$ cat src/rtl/ering_pkg.sv
package ering_pkg;
   localparam int REC_BYTES = 16;
   localparam int REC_SHIFT = 4;
   localparam int REC_BITS  = REC_BYTES * 8;

   localparam logic [11:0] OFS_BASE_LO = 12'h008;
   localparam logic [11:0] OFS_BASE_HI = 12'h00C;
   localparam logic [11:0] OFS_LEN     = 12'h010;
   localparam logic [11:0] OFS_WPTR    = 12'h020;
   localparam logic [11:0] OFS_DBELL   = 12'h400;

   localparam logic [3:0] CODE_DONE = 4'd1;
   localparam logic [3:0] CODE_FAIL = 4'd4;

   typedef enum logic {
      ST_IDLE  = 1'b0,
      ST_WRITE = 1'b1
   } wr_state_e;

   typedef struct packed {
      logic [3:0] code;
      logic [3:0] info;
   } cmp_rec_t;
endpackage

$ cat src/rtl/ering_regs.sv
module ering_regs
   import ering_pkg::*;
#(
   parameter int ADDR_W = 64,
   parameter int LEN_W  = 20,
   parameter int REG_AW = 12
) (
   input  logic              clk,
   input  logic              rst_n,
   input  logic              reg_wr_en,
   input  logic [REG_AW-1:0] reg_addr,
   input  logic [31:0]       reg_wdata,
   input  logic [LEN_W-1:0]  wr_ptr,
   output logic [31:0]       reg_rdata,
   output logic [ADDR_W-1:0] ring_base,
   output logic [LEN_W-1:0]  ring_len,
   output logic [LEN_W-1:0]  rd_off,
   output logic              len_load
);
   localparam int HI_W = ADDR_W - 32;

   logic [31:0]      base_lo_q;
   logic [HI_W-1:0]  base_hi_q;
   logic [31:0]      db_al;
   logic [31:0]      len_ext;
   logic [31:0]      db_red;

   generate
      if (ADDR_W < 33 || ADDR_W > 64) begin : g_bad_aw
         $error("ering_regs: ADDR_W must lie in 33..64");
      end
      if (LEN_W < REC_SHIFT + 1 || LEN_W > 31) begin : g_bad_lw
         $error("ering_regs: LEN_W must lie in 5..31");
      end
      if (REG_AW < 11) begin : g_bad_raw
         $error("ering_regs: REG_AW must reach the doorbell offset");
      end
   endgenerate

   wire hit_lo  = reg_addr == REG_AW'(OFS_BASE_LO);
   wire hit_hi  = reg_addr == REG_AW'(OFS_BASE_HI);
   wire hit_len = reg_addr == REG_AW'(OFS_LEN);
   wire hit_wp  = reg_addr == REG_AW'(OFS_WPTR);
   wire hit_db  = reg_addr == REG_AW'(OFS_DBELL);

   assign len_load = reg_wr_en && hit_len;

   // doorbell: align down to a record, then fold one ring length back in
   assign db_al   = {reg_wdata[31:REC_SHIFT], {REC_SHIFT{1'b0}}};
   assign len_ext = {{(32-LEN_W){1'b0}}, ring_len};
   assign db_red  = (db_al >= len_ext) ? (db_al - len_ext) : db_al;

   always_ff @(posedge clk or negedge rst_n) begin
      if (!rst_n) begin
         base_lo_q <= '0;
         base_hi_q <= '0;
         ring_len  <= '0;
         rd_off    <= '0;
      end else if (reg_wr_en) begin
         if (hit_lo) base_lo_q <= reg_wdata;
         if (hit_hi) base_hi_q <= reg_wdata[HI_W-1:0];
         if (hit_len) begin
            ring_len <= {reg_wdata[LEN_W-1:REC_SHIFT], {REC_SHIFT{1'b0}}};
            rd_off   <= '0;
         end
         if (hit_db) rd_off <= db_red[LEN_W-1:0];
      end
   end

   assign ring_base = {base_hi_q, base_lo_q};

   always_comb begin
      reg_rdata = '0;
      if (hit_lo)  reg_rdata = base_lo_q;
      if (hit_hi)  reg_rdata = {{(64-ADDR_W){1'b0}}, base_hi_q};
      if (hit_len) reg_rdata = {{(32-LEN_W){1'b0}}, ring_len};
      if (hit_wp)  reg_rdata = {{(32-LEN_W){1'b0}}, wr_ptr};
   end

   a_r5_rd_aligned: assert property (@(posedge clk) disable iff (!rst_n)
      rd_off[REC_SHIFT-1:0] == '0);
   a_r9_len_clears_rd: assert property (@(posedge clk) disable iff (!rst_n)
      len_load |=> rd_off == '0);
endmodule

$ cat src/rtl/ering_ptr.sv
module ering_ptr
   import ering_pkg::*;
#(
   parameter int LEN_W = 20
) (
   input  logic             clk,
   input  logic             rst_n,
   input  logic [LEN_W-1:0] ring_len,
   input  logic [LEN_W-1:0] rd_off,
   input  logic             clear,
   input  logic             advance,
   output logic [LEN_W-1:0] wr_ptr,
   output logic             full
);
   localparam logic [LEN_W:0] STEP = (LEN_W+1)'(REC_BYTES);

   logic [LEN_W:0]   sum;
   logic [LEN_W-1:0] nxt;

   assign sum  = {1'b0, wr_ptr} + STEP;
   assign nxt  = (sum >= {1'b0, ring_len}) ? '0 : sum[LEN_W-1:0];
   assign full = (nxt == rd_off);

   always_ff @(posedge clk or negedge rst_n) begin
      if (!rst_n)       wr_ptr <= '0;
      else if (clear)   wr_ptr <= '0;
      else if (advance) wr_ptr <= nxt;
   end

   a_r3_aligned: assert property (@(posedge clk) disable iff (!rst_n)
      wr_ptr[REC_SHIFT-1:0] == '0);
   a_r3_in_ring: assert property (@(posedge clk) disable iff (!rst_n)
      (ring_len != '0 && $stable(ring_len)) |-> wr_ptr < ring_len);
   a_r6_moves_on_advance: assert property (@(posedge clk) disable iff (!rst_n)
      (!$past(clear) && !$past(advance)) |-> $stable(wr_ptr));
endmodule

$ cat src/rtl/ering_fmt.sv
module ering_fmt
   import ering_pkg::*;
#(
   parameter int DATA_W = 128
) (
   input  cmp_rec_t          rec,
   output logic [DATA_W-1:0] wdata
);
   localparam int WORDS = DATA_W / 32;

   generate
      if (DATA_W != REC_BITS) begin : g_bad_dw
         $error("ering_fmt: DATA_W must equal one record");
      end
      for (genvar w = 0; w < WORDS; w++) begin : g_word
         if (w == 0) begin : g_head
            assign wdata[31:0] = {rec.code, rec.info, 24'h0};
         end else begin : g_pad
            assign wdata[w*32 +: 32] = 32'h0;
         end
      end
   endgenerate
endmodule

$ cat src/rtl/ering_writer.sv
module ering_writer
   import ering_pkg::*;
#(
   parameter int ADDR_W = 64,
   parameter int LEN_W  = 20,
   parameter int REG_AW = 12,
   parameter int DATA_W = 128
) (
   input  logic              clk,
   input  logic              rst_n,
   input  logic              reg_wr_en,
   input  logic [REG_AW-1:0] reg_addr,
   input  logic [31:0]       reg_wdata,
   output logic [31:0]       reg_rdata,
   input  logic              cmp_valid,
   output logic              cmp_ready,
   input  logic [3:0]        cmp_code,
   input  logic [3:0]        cmp_info,
   output logic              mem_req,
   output logic [ADDR_W-1:0] mem_addr,
   output logic [DATA_W-1:0] mem_wdata,
   input  logic              mem_ack,
   output logic              eob_pulse
);
   logic [ADDR_W-1:0] ring_base;
   logic [LEN_W-1:0]  ring_len;
   logic [LEN_W-1:0]  rd_off;
   logic [LEN_W-1:0]  wr_ptr;
   logic              len_load;
   logic              full;
   logic              take;
   logic              done;
   wr_state_e         state_q;
   cmp_rec_t          rec_q;

   ering_regs #(.ADDR_W(ADDR_W), .LEN_W(LEN_W), .REG_AW(REG_AW)) u_regs (
      .clk(clk), .rst_n(rst_n), .reg_wr_en(reg_wr_en), .reg_addr(reg_addr),
      .reg_wdata(reg_wdata), .wr_ptr(wr_ptr), .reg_rdata(reg_rdata),
      .ring_base(ring_base), .ring_len(ring_len), .rd_off(rd_off),
      .len_load(len_load)
   );

   ering_ptr #(.LEN_W(LEN_W)) u_ptr (
      .clk(clk), .rst_n(rst_n), .ring_len(ring_len), .rd_off(rd_off),
      .clear(len_load), .advance(done), .wr_ptr(wr_ptr), .full(full)
   );

   ering_fmt #(.DATA_W(DATA_W)) u_fmt (.rec(rec_q), .wdata(mem_wdata));

   assign cmp_ready = (state_q == ST_IDLE) && (ring_len != '0) && !full;
   assign take      = cmp_valid && cmp_ready;
   assign done      = (state_q == ST_WRITE) && mem_ack;
   assign mem_req   = (state_q == ST_WRITE);

   always_ff @(posedge clk or negedge rst_n) begin
      if (!rst_n) begin
         state_q   <= ST_IDLE;
         rec_q     <= '0;
         mem_addr  <= '0;
         eob_pulse <= 1'b0;
      end else begin
         eob_pulse <= done;
         if (take) begin
            state_q  <= ST_WRITE;
            rec_q    <= '{code: cmp_code, info: cmp_info};
            mem_addr <= ring_base + {{(ADDR_W-LEN_W){1'b0}}, wr_ptr};
         end else if (done) begin
            state_q  <= ST_IDLE;
         end
      end
   end

   a_r4_no_take_when_full: assert property (@(posedge clk) disable iff (!rst_n)
      full |-> !cmp_ready);
   a_r6_req_held: assert property (@(posedge clk) disable iff (!rst_n)
      (mem_req && !mem_ack) |=> (mem_req && $stable(mem_addr) && $stable(mem_wdata)));
   a_r7_pulse_after_ack: assert property (@(posedge clk) disable iff (!rst_n)
      $rose(eob_pulse) |-> $past(mem_req && mem_ack));
   a_r7_single_cycle: assert property (@(posedge clk) disable iff (!rst_n)
      eob_pulse |=> !eob_pulse);
   a_r2_word0_only: assert property (@(posedge clk) disable iff (!rst_n)
      mem_req |-> (mem_wdata[23:0] == '0));
endmodule

$ cat config.mk
export PLATFORM = sky130hd
export DESIGN_NAME = ering_writer
export DESIGN_NICKNAME = d
export VERILOG_FILES = /design/src/rtl/ering_pkg.sv /design/src/rtl/ering_regs.sv /design/src/rtl/ering_ptr.sv /design/src/rtl/ering_fmt.sv /design/src/rtl/ering_writer.sv
export SDC_FILE = /design/constraint.sdc
export NUM_CORES = 1
export LEC_CHECK = 0
export ABC_AREA = 0
export BUFFER_PORTS_ARGS = -buffer_cell sky130_fd_sc_hd__buf_2
export CORE_ASPECT_RATIO = 2
export CORE_MARGIN = 5
export CORE_UTILIZATION = 35
export DETAILED_ROUTE_END_ITERATION = 8
export SYNTH_ARGS = -nofsm -noshare
export SYNTH_HDL_FRONTEND = slang
export SYNTH_SLANG_ARGS = --single-unit
$ cat constraint.sdc
create_clock -name clk -period 9.2 [get_ports clk]
set_input_delay 1.38 -clock clk [delete_from_list [all_inputs] [get_ports clk]]
set_output_delay 1.38 -clock clk [all_outputs]
set_load 0.05 [all_outputs]
==> summary.md <==
| Metric | Value |
|---|---|
| Status | `complete, no violations` |
| CP Class | `input port to primary output` |
| Yosys cell types | `between 70 and 80` |
| Core area | `roughly 36000 µm²` |
| Ports | `approximately 280` |
| EDFF count, synth | `0` |
| Final setup viols | `0` |
| Leakage dissipation | `slightly below 7 nW` |
| Routability Congestion | `~1.0` |
| Layout Nets | `~1600` |
| CTS tree | `built` |
| Htree depth | `4` |
| Per-cell routed wire length | `roughly 23 µm` |
| Clock skew | `0.0149 ns` |
| Startpoint types | `input port` |
| Clock Path Buffers | `2` |
| Post-Route WL | `45.1 mm` |
| Share of cells above drive strength 1 | `a little over a fifth` |
| Clock transition at path regs | `about 0.07 ns` |
| Detail Route Antenna Nets | `0` |
| Largest net degree at the start of global routing | `90` |
| Synth warn | `0` |
| Register area share after synthesis | `37.8%` |
| Critical-path cell list | `buf_2 -> or4_1 -> nor4_1 -> nor2b_1 -> nand3_1 -> buf_4 -> o21ai_0 -> o221a_2 -> buf_2` |
| Slew Viols, Final | `0` |
| Required time worst endpoint | `between 7 and 8 ns` |
| Sink Count | `190` |
| Largest area contributor in the netlist | `dfrtp_1` |
| Crit-path most repeated cell | `buf_2` |
| Detailed placement HPWL | `between 30 and 40 mm` |
| Yosys reg bits | `190` |
| Post-synthesis compound-gate area fraction | `between 10% and 20%` |
| Buf/Inv on CP | `3` |
| Highest net fanout along the worst path | `19` |
| Relative slew margins | `between 30% and 40%` |
| Root Buffer | `clkbuf_16` |
| Area grow syn2layout | `11.0%` |
| Async set-reset flop share out of synthesis | `100%` |
| Fin crit period | `roughly 6.3 ns` |
| Synth Area per Inst | `between 9 and 10 µm²` |
| DR iter-0 viols | `620` |
| Peak VDD IR | `roughly 0.16 mV` |
| DR vias/cell | `between 5 and 6` |
| GRT Residual Overflow | `0` |
| Final Cycle Share | `between 60% and 70%` |
| Die height | `between 200 and 300 µm` |
| Hold-fix buffers, CTS | `0` |
| Tot GR Track Use | `approximately 22%` |
| Row Count | `98` |
| Final-report hold violation count | `0` |
| Pwr Total | `approximately 0.0024 W` |
| DR vias | `between 10000 and 15000` |
| Die Width | `144 µm` |
| Main combinational cell family by area after synthesis | `simple AND/OR/NAND/NOR gates` |
| Crit path DAT | `roughly 5 ns` |
| Slowest stage cell, crit path | `or4_1` |
| Vias in the first global route | `between 10000 and 15000` |
| Multiplexer share of the synthesized area | `~10%` |
| Drt drc | `0` |
| Max frequency | `159 MHz` |
| Area of the mapped netlist | `12600 µm²` |
| Max_cap viols | `0` |
| Post-route setup TNS | `0 ns` |
| RSZ-0062 raised after global routing | `false` |
| Adder-cell area share of the yosys netlist | `5.59%` |
| Synth area leaders | `dfrtp_1, buf_4, mux2_2` |
| Critical Path Max Stage Delay | `~0.66 ns` |
| Die area | `40100 µm²` |
| PD cells | `between 150 and 200 nW/µm²` |
| Clock latency at the later pin of the worst-skew pair | `~0.47 ns` |
| Post-Synth XOR/XNOR Area | `between 6 and 7%` |
| CP top delay family | `simple AND/OR/NAND/NOR gates` |
| Top cell type's share of synthesized area | `between 30 and 40%` |
| Synth Area in Simple Gates | `approximately 15%` |
| Initial Util | `a little over a third` |
| Hold Path Class | `register to register` |
| Post-Syn Instances | `1353` |
| Worst Max-Slew Pin Slew | `0.974 ns` |
| # resized after CTS | `0` |
| Initial antenna violation count | `2` |
| First drt pass iteration count | `5` |
| Num CTS Buffers | `17` |
| First-pass GRT wire length | `65.0 mm` |
| Crit. End Element | `primary output` |
| IO Port Bufs | `163` |
| Ys flop type | `dfrtp_1` |
| Postcts setup bufs | `0` |
-- cells in the mapped netlist (30+ instances only) --
cell type	number
o21ai_0	127
ha_1	53
clkbuf_1	39
xor2_1	44
a21oi_1	55
nor2_1	76
nand2_1	125
xnor2_1	45
dfrtp_1	190
inv_1	49
buf_4	122
mux2_2	61
nand3_1	46
mux2i_1	34
nand4_1	30
-- layout make-up --
class                   count  area (µm²)
well taps                 450         563
fillers                  3640       21700
diodes                      3        7.51
flip-flops and latches    190        4750
clock inverters            15         205
inverters                  49         184
clock buffers              17         425
multi-input cells        1050        6920
repair buffers            175         915
-- routing by layer --
| layer | global-route usage (%) | wire length [µm] | share of wire (%) |
|---|---|---|---|
| met1 | 22.2 | 15000 | 33 |
| met2 | 40.6 | 23900 | 53 |
| met3 | 3.56 | 2810 | 6.2 |
| met4 | 15.0 | 3370 | 7.5 |
| met5 | 0 | 0 | 0 |
-- state kept, by name, indices dropped and copies added, names as in the netlist --
name              count
mem_addr             64
u_regs.base_hi_q     32
u_regs.base_lo_q     32
u_ptr.wr_ptr         20
u_regs.rd_off        16
u_regs.ring_len      16
rec_q                 8
eob_pulse             1
mem_req               1
-- worst reg2reg max path, cell delays in order (launching register included) --
cell      delay, ns
dfrtp_1        0.64
ha_1           0.34
and4_4         0.29
nand2_1        0.07
xor2_1         0.29
inv_1          0.08
ha_1           0.30
a21oi_1        0.15
o21ai_0        0.18
a221oi_1       0.53
nand3_2        0.43
o21ai_0        0.28
and4_1         0.25
a41o_4         0.81
buf_4          0.59
mux2_4         0.35
-- per-stage QoR --
step | area, µm² | utilization (%) | hold slack (ns) | instances | setup WS (ns)
after detailed placement | 13300 | 37.4 | 0.467 | 1914 | 3.02
after global placement | 13300 | 37.4 | 0.458 | 1914 | 3.05
after CTS | 14000 | 39.1 | 0.484 | 1946 | 2.97
final | 14000 | 39.2 | 0.479 | 1949 | 2.91
after floorplan | 13000 | - | 0.486 | 1472 | 3.80
after global routing | 14000 | 39.2 | 0.503 | 1948 | 2.63
-- cell families after synthesis --
kind of cell             count (synthesis)
adder cells (fa/ha/maj)                 55
XOR/XNOR                                90
other                                    1
AND/OR/NAND/NOR                        390
buffers and inverters                  232
AO/OA/AOI/OAI                          284
multiplexers                           111
flip-flops                             190
-- placed cells by master, fill, tap and decap left out, types with 20 or more instances in the layout --
master / count
dfrtp_1: 190
buf_2: 162
o21ai_0: 127
nand2_1: 125
conb_1: 120
nor2_1: 75
mux2_2: 61
a21oi_1: 54
ha_1: 53
inv_1: 49
nand3_1: 46
xnor2_1: 45
xor2_1: 44
mux2i_1: 34
nand4_1: 30
nor3_1: 22
and3_1: 20
-- path summary, 6_finish.rpt --
path | to | start | slack [ns] | cells past startpoint
setup reg to reg | mem_addr[30] | u_ptr.wr_ptr[4] | 3.50 | 15
min in group asynchronous | u_regs.ring_len[10] | rst_n | 0.98 | 1
hold reg to reg | mem_addr[5] | mem_addr[5] | 0.48 | 2
hold / removal | mem_addr[5] | mem_addr[5] | 0.48 | 2
max in group asynchronous | rec_q[2] | rst_n | 6.30 | 3
setup / recovery | reg_rdata[6] | reg_addr[6] | 2.91 | 9
-- report_power, final --
group,switching (W),total (W),internal [W],leakage (nW)
sequential,0.0000555,0.000936,0.000881,2.54
clock,0.000401,0.000800,0.000399,0.306
combinational,0.000512,0.000680,0.000168,4.11
Note: power is estimated with default switching activity, not from simulation.
